### config.mk
export PLATFORM = sky130hd
export DESIGN_NAME = sdram_burst_colgen
export DESIGN_NICKNAME = d
export VERILOG_FILES = /design/src/rtl/sdram_colgen_pkg.sv /design/src/rtl/sdram_mode_reg.sv /design/src/rtl/sdram_burst_seq.sv /design/src/rtl/sdram_col_order.sv /design/src/rtl/sdram_burst_colgen.sv
export SDC_FILE = /design/constraint.sdc
export NUM_CORES = 1
export LEC_CHECK = 0
export BUFFER_PORTS_ARGS = -buffer_cell sky130_fd_sc_hd__buf_2
export CORE_UTILIZATION = 50
export CTS_BUF_LIST = sky130_fd_sc_hd__clkbuf_8
export DETAILED_ROUTE_END_ITERATION = 7
export GPL_TIMING_DRIVEN = 1
export HOLD_SLACK_MARGIN = 0.12
export PLACE_DENSITY = 0.89
export RECOVER_POWER = 50
export SYNTH_ARGS = -nofsm -noshare
export SYNTH_HDL_FRONTEND = slang
export SYNTH_SLANG_ARGS = --single-unit
### constraint.sdc
create_clock -name clk -period 5.25 [get_ports clk]
set_input_delay 0.525 -clock clk [delete_from_list [all_inputs] [get_ports clk]]
set_output_delay 0.525 -clock clk [all_outputs]
set_load 0.02 [all_outputs]
### src/rtl/sdram_colgen_pkg.sv
package sdram_colgen_pkg;
  localparam int unsigned MAX_BL = 8;
  localparam int unsigned BEAT_W = $clog2(MAX_BL);

  typedef enum logic {WRAP_SEQ = 1'b0, WRAP_XOR = 1'b1} wrap_e;

  typedef struct packed {
    logic [1:0] bl_log;
    wrap_e      wrap;
    logic [1:0] cas_lat;
    logic       wr_single;
  } mode_t;

  function automatic logic [BEAT_W-1:0] len_mask(input logic [1:0] bl_log);
    return BEAT_W'((4'd1 << bl_log) - 4'd1);
  endfunction
endpackage

### src/rtl/sdram_mode_reg.sv
module sdram_mode_reg
  import sdram_colgen_pkg::*;
#(
  parameter int unsigned ADDR_W = 12
) (
  input  logic              clk,
  input  logic              rst_n,
  input  logic              load_i,
  input  logic [ADDR_W-1:0] addr_i,
  output mode_t             mode_o
);
  mode_t mode_q, mode_d;

  always_comb begin
    mode_d = mode_q;
    if (!addr_i[2]) mode_d.bl_log = addr_i[1:0];
    mode_d.wrap      = wrap_e'(addr_i[3]);
    mode_d.wr_single = addr_i[9];
    if (addr_i[6:4] == 3'b010) mode_d.cas_lat = 2'd2;
    else if (addr_i[6:4] == 3'b011) mode_d.cas_lat = 2'd3;
  end

  always_ff @(posedge clk or negedge rst_n) begin
    if (!rst_n) begin
      mode_q.bl_log    <= 2'd0;
      mode_q.wrap      <= WRAP_SEQ;
      mode_q.cas_lat   <= 2'd2;
      mode_q.wr_single <= 1'b0;
    end else if (load_i) begin
      mode_q <= mode_d;
    end
  end

  assign mode_o = mode_q;
endmodule

### src/rtl/sdram_burst_seq.sv
module sdram_burst_seq
  import sdram_colgen_pkg::*;
#(
  parameter int unsigned COL_W = 11
) (
  input  logic              clk,
  input  logic              rst_n,
  input  logic              rd_i,
  input  logic              wr_i,
  input  logic [COL_W-1:0]  col_i,
  input  mode_t             mode_i,
  output logic              act_o,
  output logic              last_o,
  output logic              is_wr_o,
  output logic [BEAT_W-1:0] cnt_o,
  output logic [BEAT_W-1:0] mask_o,
  output wrap_e             wrap_o,
  output logic [COL_W-1:0]  start_o
);
  logic              act_q, act_d;
  logic [BEAT_W-1:0] cnt_q, cnt_d;
  logic [BEAT_W-1:0] mask_q, mask_d;
  wrap_e             wrap_q, wrap_d;
  logic              wr_q, wr_d;
  logic [COL_W-1:0]  start_q, start_d;
  logic              launch, at_last, step_en;

  assign launch  = rd_i | wr_i;
  assign at_last = act_q && (cnt_q == mask_q);
  assign step_en = launch | act_q;

  always_comb begin
    act_d   = act_q;
    cnt_d   = cnt_q;
    mask_d  = mask_q;
    wrap_d  = wrap_q;
    wr_d    = wr_q;
    start_d = start_q;
    if (launch) begin
      act_d   = 1'b1;
      cnt_d   = '0;
      start_d = col_i;
      wrap_d  = mode_i.wrap;
      wr_d    = wr_i;
      mask_d  = (wr_i && mode_i.wr_single) ? '0 : len_mask(mode_i.bl_log);
    end else if (at_last) begin
      act_d = 1'b0;
    end else begin
      cnt_d = cnt_q + 1'b1;
    end
  end

  always_ff @(posedge clk or negedge rst_n) begin
    if (!rst_n) begin
      act_q   <= 1'b0;
      cnt_q   <= '0;
      mask_q  <= '0;
      wrap_q  <= WRAP_SEQ;
      wr_q    <= 1'b0;
      start_q <= '0;
    end else if (step_en) begin
      act_q   <= act_d;
      cnt_q   <= cnt_d;
      mask_q  <= mask_d;
      wrap_q  <= wrap_d;
      wr_q    <= wr_d;
      start_q <= start_d;
    end
  end

  assign act_o   = act_q;
  assign last_o  = at_last;
  assign is_wr_o = act_q & wr_q;
  assign cnt_o   = cnt_q;
  assign mask_o  = mask_q;
  assign wrap_o  = wrap_q;
  assign start_o = start_q;
endmodule

### src/rtl/sdram_col_order.sv
module sdram_col_order
  import sdram_colgen_pkg::*;
#(
  parameter int unsigned COL_W = 11
) (
  input  logic [COL_W-1:0]  start_i,
  input  logic [BEAT_W-1:0] cnt_i,
  input  logic [BEAT_W-1:0] mask_i,
  input  wrap_e             wrap_i,
  output logic [COL_W-1:0]  col_o
);
  logic [BEAT_W-1:0] base_low;
  logic [BEAT_W-1:0] off;

  assign base_low = start_i[BEAT_W-1:0];

  always_comb begin
    if (wrap_i == WRAP_XOR) off = (base_low ^ cnt_i) & mask_i;
    else                    off = (base_low + cnt_i) & mask_i;
  end

  assign col_o = {start_i[COL_W-1:BEAT_W], (base_low & ~mask_i) | off};
endmodule

### src/rtl/sdram_burst_colgen.sv
module sdram_burst_colgen
  import sdram_colgen_pkg::*;
#(
  parameter int unsigned COL_W  = 11,
  parameter int unsigned ADDR_W = 12
) (
  input  logic              clk,
  input  logic              rst_n,
  input  logic              mode_set_i,
  input  logic [ADDR_W-1:0] addr_i,
  input  logic              rd_i,
  input  logic              wr_i,
  input  logic [COL_W-1:0]  col_i,
  output logic [COL_W-1:0]  col_o,
  output logic              col_valid_o,
  output logic              col_last_o,
  output logic              col_write_o,
  output logic [1:0]        cas_lat_o
);
  logic [1:0]        rst_sync_q;
  logic              rst_int_n;
  mode_t             mode;
  logic              act, last, is_wr;
  logic [BEAT_W-1:0] cnt, mask;
  wrap_e             wrap;
  logic [COL_W-1:0]  start, col_raw;

  always_ff @(posedge clk or negedge rst_n) begin
    if (!rst_n) rst_sync_q <= 2'b00;
    else        rst_sync_q <= {rst_sync_q[0], 1'b1};
  end
  assign rst_int_n = rst_sync_q[1];

  sdram_mode_reg #(.ADDR_W(ADDR_W)) u_mode (
    .clk(clk), .rst_n(rst_int_n), .load_i(mode_set_i), .addr_i(addr_i), .mode_o(mode)
  );

  sdram_burst_seq #(.COL_W(COL_W)) u_seq (
    .clk(clk), .rst_n(rst_int_n), .rd_i(rd_i), .wr_i(wr_i), .col_i(col_i),
    .mode_i(mode), .act_o(act), .last_o(last), .is_wr_o(is_wr), .cnt_o(cnt),
    .mask_o(mask), .wrap_o(wrap), .start_o(start)
  );

  sdram_col_order #(.COL_W(COL_W)) u_order (
    .start_i(start), .cnt_i(cnt), .mask_i(mask), .wrap_i(wrap), .col_o(col_raw)
  );

  assign col_o       = act ? col_raw : '0;
  assign col_valid_o = act;
  assign col_last_o  = last;
  assign col_write_o = is_wr;
  assign cas_lat_o   = mode.cas_lat;
endmodule

==> qor.txt, run 1 <==
status: completed
Tcrit/Tclk final: 51.7%
clk slew on worst S/H paths: 90 ps
DRC: 0
initial antenna violation count: 0
clock sinks: 27
Max Cap Viol: 0
Die W: 55.1 um
routed wire length per instance: 14.4 um
Power Density: 315 nW/um2
Final TNS setup: 0 ps
Vias/cell: 5.60
final hold vios: 0
full die area: 3040 um2
total vias in the final route: 1,075
post-synth cell types: 37
WS Path Type: reg -> out
Avg Inst Size Synth: 11.3 um2
1st-iter DRT viols: 21
relative slew slack: 24.2%
Final Critical Period: 2710 ps
row cnt: 18
Clock Skews: 3.88 ps
RSZ-0062 raised after global routing: false
clk_lat worst skew: 270 ps
Synth Instances: 125
flops & latches, synth: 27
first-pass GRT wire length: 4410 um
WP data required: 4720 ps
Final HPWL DP: 2060 um
number of detailed-route iterations in the first pass: 4
TritonCTS Buffers: 3
actual slew at the worst max-slew pin: 1130 ps
Setup-failing EPs final: 0
final hold slack: 361 ps
fill count: 209
vias in the first global route: 1,047
Max Slew Vio Count: 0
Root Buffer Master: clkbuf_8
Layout Nets: 195
H-tree levels: 1
Worst EP arrival: 2190 ps
Ports: 44
CP Capture Type: output port
Placer Congestion: 0.860
Die Span Y: 55.1 um
Tightest Hold Check Type: reg -> reg
clock buffer depth: 2
post-route ant nets: 0
Yosys warnings: 0
final WL: 2760 um
total grt overflow: 0
Fmax achieved: 369 MHz
CTS tree: yes
Area Overhead vs Synth: 17.1%
core area: 2570 um2
crit start category: flop
maximum VDD drop: 0.261 mV
CTS-repair resized insts: 0
Setup Fix Bufs, Post-CTS: 0
initial core utilization: 55.0%
hold_buf cts: 1
total chip power: 0.521 mW
most frequent cells in the layout: buf_2 (35), dfrtp_1 (27), mux2_2 (17)
Worst Path Max Fanout: 6
port bufs: 38
commonest non-fill, non-tap cell in the layout: buf_2
sequential-to-total area share from yosys stat: 47.9%
largest net degree at the start of global routing: 26
Post-Syn Area: 1410 um2
Tot GR Track Use: 21.4%
antenna fix cells: 0
Pleak: 0.772 nW
share of cells above drive strength 1: 36.4%
==> metal layers <==
layer	GRT usage, %	vias to the layer above	share of wire [%]
met2	37.6	30	52
met3	2.73	8	3.9
met5	0	-	0
met1	23.8	530	42
li1	-	507	-
met4	15.0	0	2.7
==> flip-flops by register name, summed over array words and instances, names as in the netlist <==
signal         cells
u_mode.mode_o      5
u_seq.start_o     11
u_seq.wr_q         1
u_seq.mask_o       3
rst_sync_q         2
u_seq.wrap_o       1
u_seq.act_o        1
u_seq.cnt_o        3
==> layout make-up <==
class	count	area [um2]	share of cell area, %
clock buffers	3	41.3	2.50
inverters	5	18.8	1.14
clock inverters	1	7.51	0.454
flip-flops and latches	27	676	40.9
well taps	30	37.5	2.27
multi-input cells	87	676	40.9
repair buffers	39	196	11.9
==> power breakdown <==
group	total (mW)	switching, mW	internal (mW)
registers	0.260	0.0305	0.230
logic	0.143	0.0789	0.0639
clock network	0.118	0.0645	0.0538
total	0.521	0.174	0.347
==> metrics by stage <==
step	cells	cell area (um2)	util, %	worst slack (ps)
2_1_floorplan	126	1420	-	2910
3_3_place_gp	187	1600	62.2	2900
3_5_place_dp	187	1600	62.2	2840
4_1_cts	192	1660	64.5	2530
5_1_grt	192	1650	64.4	2420
6_report	192	1650	64.4	2540
==> worst paths after layout <==
kind	slack (ps)	depth (start not counted)	end	startpoint
setup / recovery	2540	7	col_o[2]	u_seq.cnt_o[0]
setup reg to reg	3780	3	u_seq.cnt_o[1]	u_seq.cnt_o[0]
min in group asynchronous	410	0	u_seq.start_o[4]	rst_sync_q[1]
max in group asynchronous	4240	0	u_seq.cnt_o[1]	rst_sync_q[1]
hold / removal	360	0	rst_sync_q[1]	rst_sync_q[0]
hold reg to reg	360	0	rst_sync_q[1]	rst_sync_q[0]
==> cell families (layout without fill, tap and decap cells) <==
group           count (synthesis)  in the layout  synth area share, %
other cells                     1              2                0.266
compound gates                 18             18                 8.33
mux                            20             20                 15.7
xor+xnor                        3              3                 2.39
flops                          27             27                 47.9
simple gates                   40             40                 16.8
buf+inv                        12             48                 4.52
fa+ha+maj                       4              4                 4.08
==> critical path: stages, from the launching register on <==
cell,delay [ps]
dfrtp_1,490
ha_1,210
inv_1,50
fa_1,390
o21a_1,190
o21ai_0,210
mux2i_1,200
buf_2,180
==> Yosys cell counts (all sizes together) <==
master / count / share of area, %
a21o: 2 / 1.1
nand4b: 1 / 0.62
and3: 1 / 0.53
fa: 1 / 1.4
nand2b: 2 / 0.89
a311oi: 1 / 0.62
nor2b: 1 / 0.44
buf: 4 / 2.4
nand3b: 1 / 0.53
a211oi: 1 / 0.53
xor2: 3 / 2.4
o21ai: 6 / 2.1
nand3: 2 / 0.71
or3: 1 / 0.44
a21oi: 4 / 1.4
conb: 1 / 0.27
nand2: 5 / 1.3
o211a: 1 / 0.71
nor3: 2 / 0.71
nor4: 2 / 0.89
ha: 3 / 2.7
nor4b: 3 / 2.3
o2111a: 1 / 0.80
inv: 5 / 1.3
o211ai: 1 / 0.53
mux2: 17 / 14
o21a: 1 / 0.53
mux2i: 3 / 2.1
dfrtp: 27 / 48
and2: 10 / 4.4
or3b: 1 / 0.62
nor2: 7 / 1.9
clkbuf: 3 / 0.80
or4: 1 / 0.53
Note: power is estimated with default switching activity, not from simulation.
==> inputs of run 2 (changes only) <==
- CORE_UTILIZATION: 50 -> 47
- PLACE_DENSITY: 0.89 -> 0.88
- clock period: 5.25 -> 2.3 ns (I/O delays scaled with it)
==> run 2 against run 1 <==
Worst setup slack worse by 2400 ps. Critical path type unchanged. Clock power up 130%. Clock-buffer cell count unchanged. Largest power group unchanged. Largest cell class is now multi-input gates. Power up 130%. Highest routed layer unchanged. Clock skew up 1.8 ps. Die area up 6.2%. Critical path depth unchanged. Register-to-register slack worse by 2900 ps. Sequential cell count unchanged. Final cell count up 1.6%.
==> qor.txt, run 2 (synthesis results as in run 1) <==
status: completed
Flop pwr share: 49.0%
Max Cap Viol: 0
most frequent cells in the layout: buf_2 (35), dfrtp_1 (25), mux2_2 (17)
CTS tree: yes
Logic pwr share: 28.6%
initial antenna violation count: 0
total chip power: 1.20 mW
first-pass GRT wire length: 4570 um
commonest non-fill, non-tap cell in the layout: buf_2
Root Buffer Master: clkbuf_8
core area: 2810 um2
Fmax achieved: 459 MHz
Tcrit/Tclk final: 94.8%
Area Overhead vs Synth: 18.5%
CP Capture Type: output port
Final Critical Period: 2180 ps
clock buffer depth: 2
Vias/cell: 5.40
row cnt: 19
Worst Path Max Fanout: 3
maximum VDD drop: 0.511 mV
clock sinks: 27
Int Pwr: 0.799 mW
Tot GR Track Use: 18.0%
Switching Share: 33.4%
Clock Skews: 5.69 ps
Final HPWL DP: 2070 um
final hold vios: 0
Worst EP arrival: 1950 ps
crit start category: flop
clk slew on worst S/H paths: 90 ps
Layout Nets: 197
share of cells above drive strength 1: 39.0%
Die Span Y: 56.8 um
Die W: 56.8 um
max FFs per register: 11
final WL: 2750 um
Net Switching: 0.401 mW
clk_lat worst skew: 270 ps
largest net degree at the start of global routing: 26
initial core utilization: 50.3%
Tightest Hold Check Type: in -> reg
H-tree levels: 1
final hold slack: 179 ps
total vias in the final route: 1,053
clock power share: 22.4%
Power Density: 717 nW/um2
relative slew slack: 35.8%
Placer Congestion: 0.897
Pleak: 0.783 nW
antenna fix cells: 0
actual slew at the worst max-slew pin: 964 ps
Final TNS setup: 0 ps
number of detailed-route iterations in the first pass: 4
vias in the first global route: 1,068
post-route ant nets: 0
Setup-failing EPs final: 0
routed wire length per instance: 14.1 um
total grt overflow: 0
TritonCTS Buffers: 3
WS Path Type: reg -> out
full die area: 3230 um2
1st-iter DRT viols: 21
WP data required: 2070 ps
DRC: 0
Ports: 44
Max Slew Vio Count: 0
port bufs: 38
RSZ-0062 raised after global routing: false
run 2: changes by cell type in the layout (fill, tap and decap cells not counted), sizes merged:
cell / before / now
buf: 35 / 37
clkinvlp: 1 / 0
clkinv: 0 / 1
run 2: metrics by stage:
stage | setup WS, ps | cells | area (um2) | utilization [%]
3_5_place_dp | 219 | 189 | 1610 | 57.3
6_report | 119 | 195 | 1670 | 59.6
2_1_floorplan | 257 | 126 | 1420 | -
3_3_place_gp | 258 | 189 | 1610 | 57.3
4_1_cts | 18.9 | 195 | 1670 | 59.6
5_1_grt | 12.3 | 195 | 1670 | 59.6
run 2: power by group through the flow:
stage	sequential [mW]	clock (mW)	combinational (mW)
after CTS	0.587	0.272	0.346
after detailed placement	0.603	0	0.329
after floorplan	0.579	0	0.249
final	0.588	0.269	0.343
after global placement	0.595	0	0.316
after global routing	0.600	0.288	0.375
run 2: worst max-delay path: stages, from the launching register on:
cell     delay [ps]
dfrtp_1         380
ha_1            150
inv_1            50
fa_1            380
o21a_1          210
o21ai_2         140
mux2i_1         180
buf_2           180
run 2: metal layers:
metal	global-route usage (%)	routed length, um	vias up
met3	0.922	79	4
met2	32.5	1470	25
met1	22.4	1170	510
met5	0	0	-
met4	7.67	27	0
li1	-	-	514
run 2: worst paths after layout:
| kind | cells past startpoint | endpoint | start | slack (ps) |
|---|---|---|---|---|
| max | 7 | col_o[2] | u_seq.start_o[0] | 120 |
| min | 2 | u_seq.start_o[6] | col_i[6] | 180 |
| max reg2reg | 3 | u_seq.cnt_o[0] | u_seq.act_o | 830 |
| min reg2reg | 0 | rst_sync_q[1] | rst_sync_q[0] | 360 |
| max in group asynchronous | 0 | u_seq.cnt_o[1] | rst_sync_q[1] | 1240 |
| min in group asynchronous | 2 | rst_sync_q[0] | rst_n | 270 |
run 2: layout make-up:
class                   instances  area (um2)
inverters                       5        18.8
flip-flops and latches         27         678
clock inverters                 1        5.00
fillers                       235        1130
clock buffers                   3        41.3
multi-input cells              87         679
well taps                      31        38.8
repair buffers                 41         211
run 2: what timing repair did:
item                                    4_1_cts  5_1_grt
hold buffers                                  1        0
gates resized for setup                       1        3
hold endpoints to repair                      2        0
endpoints found under the setup margin        1        1
buffers inserted                              1        0
pin swaps                                     0        0
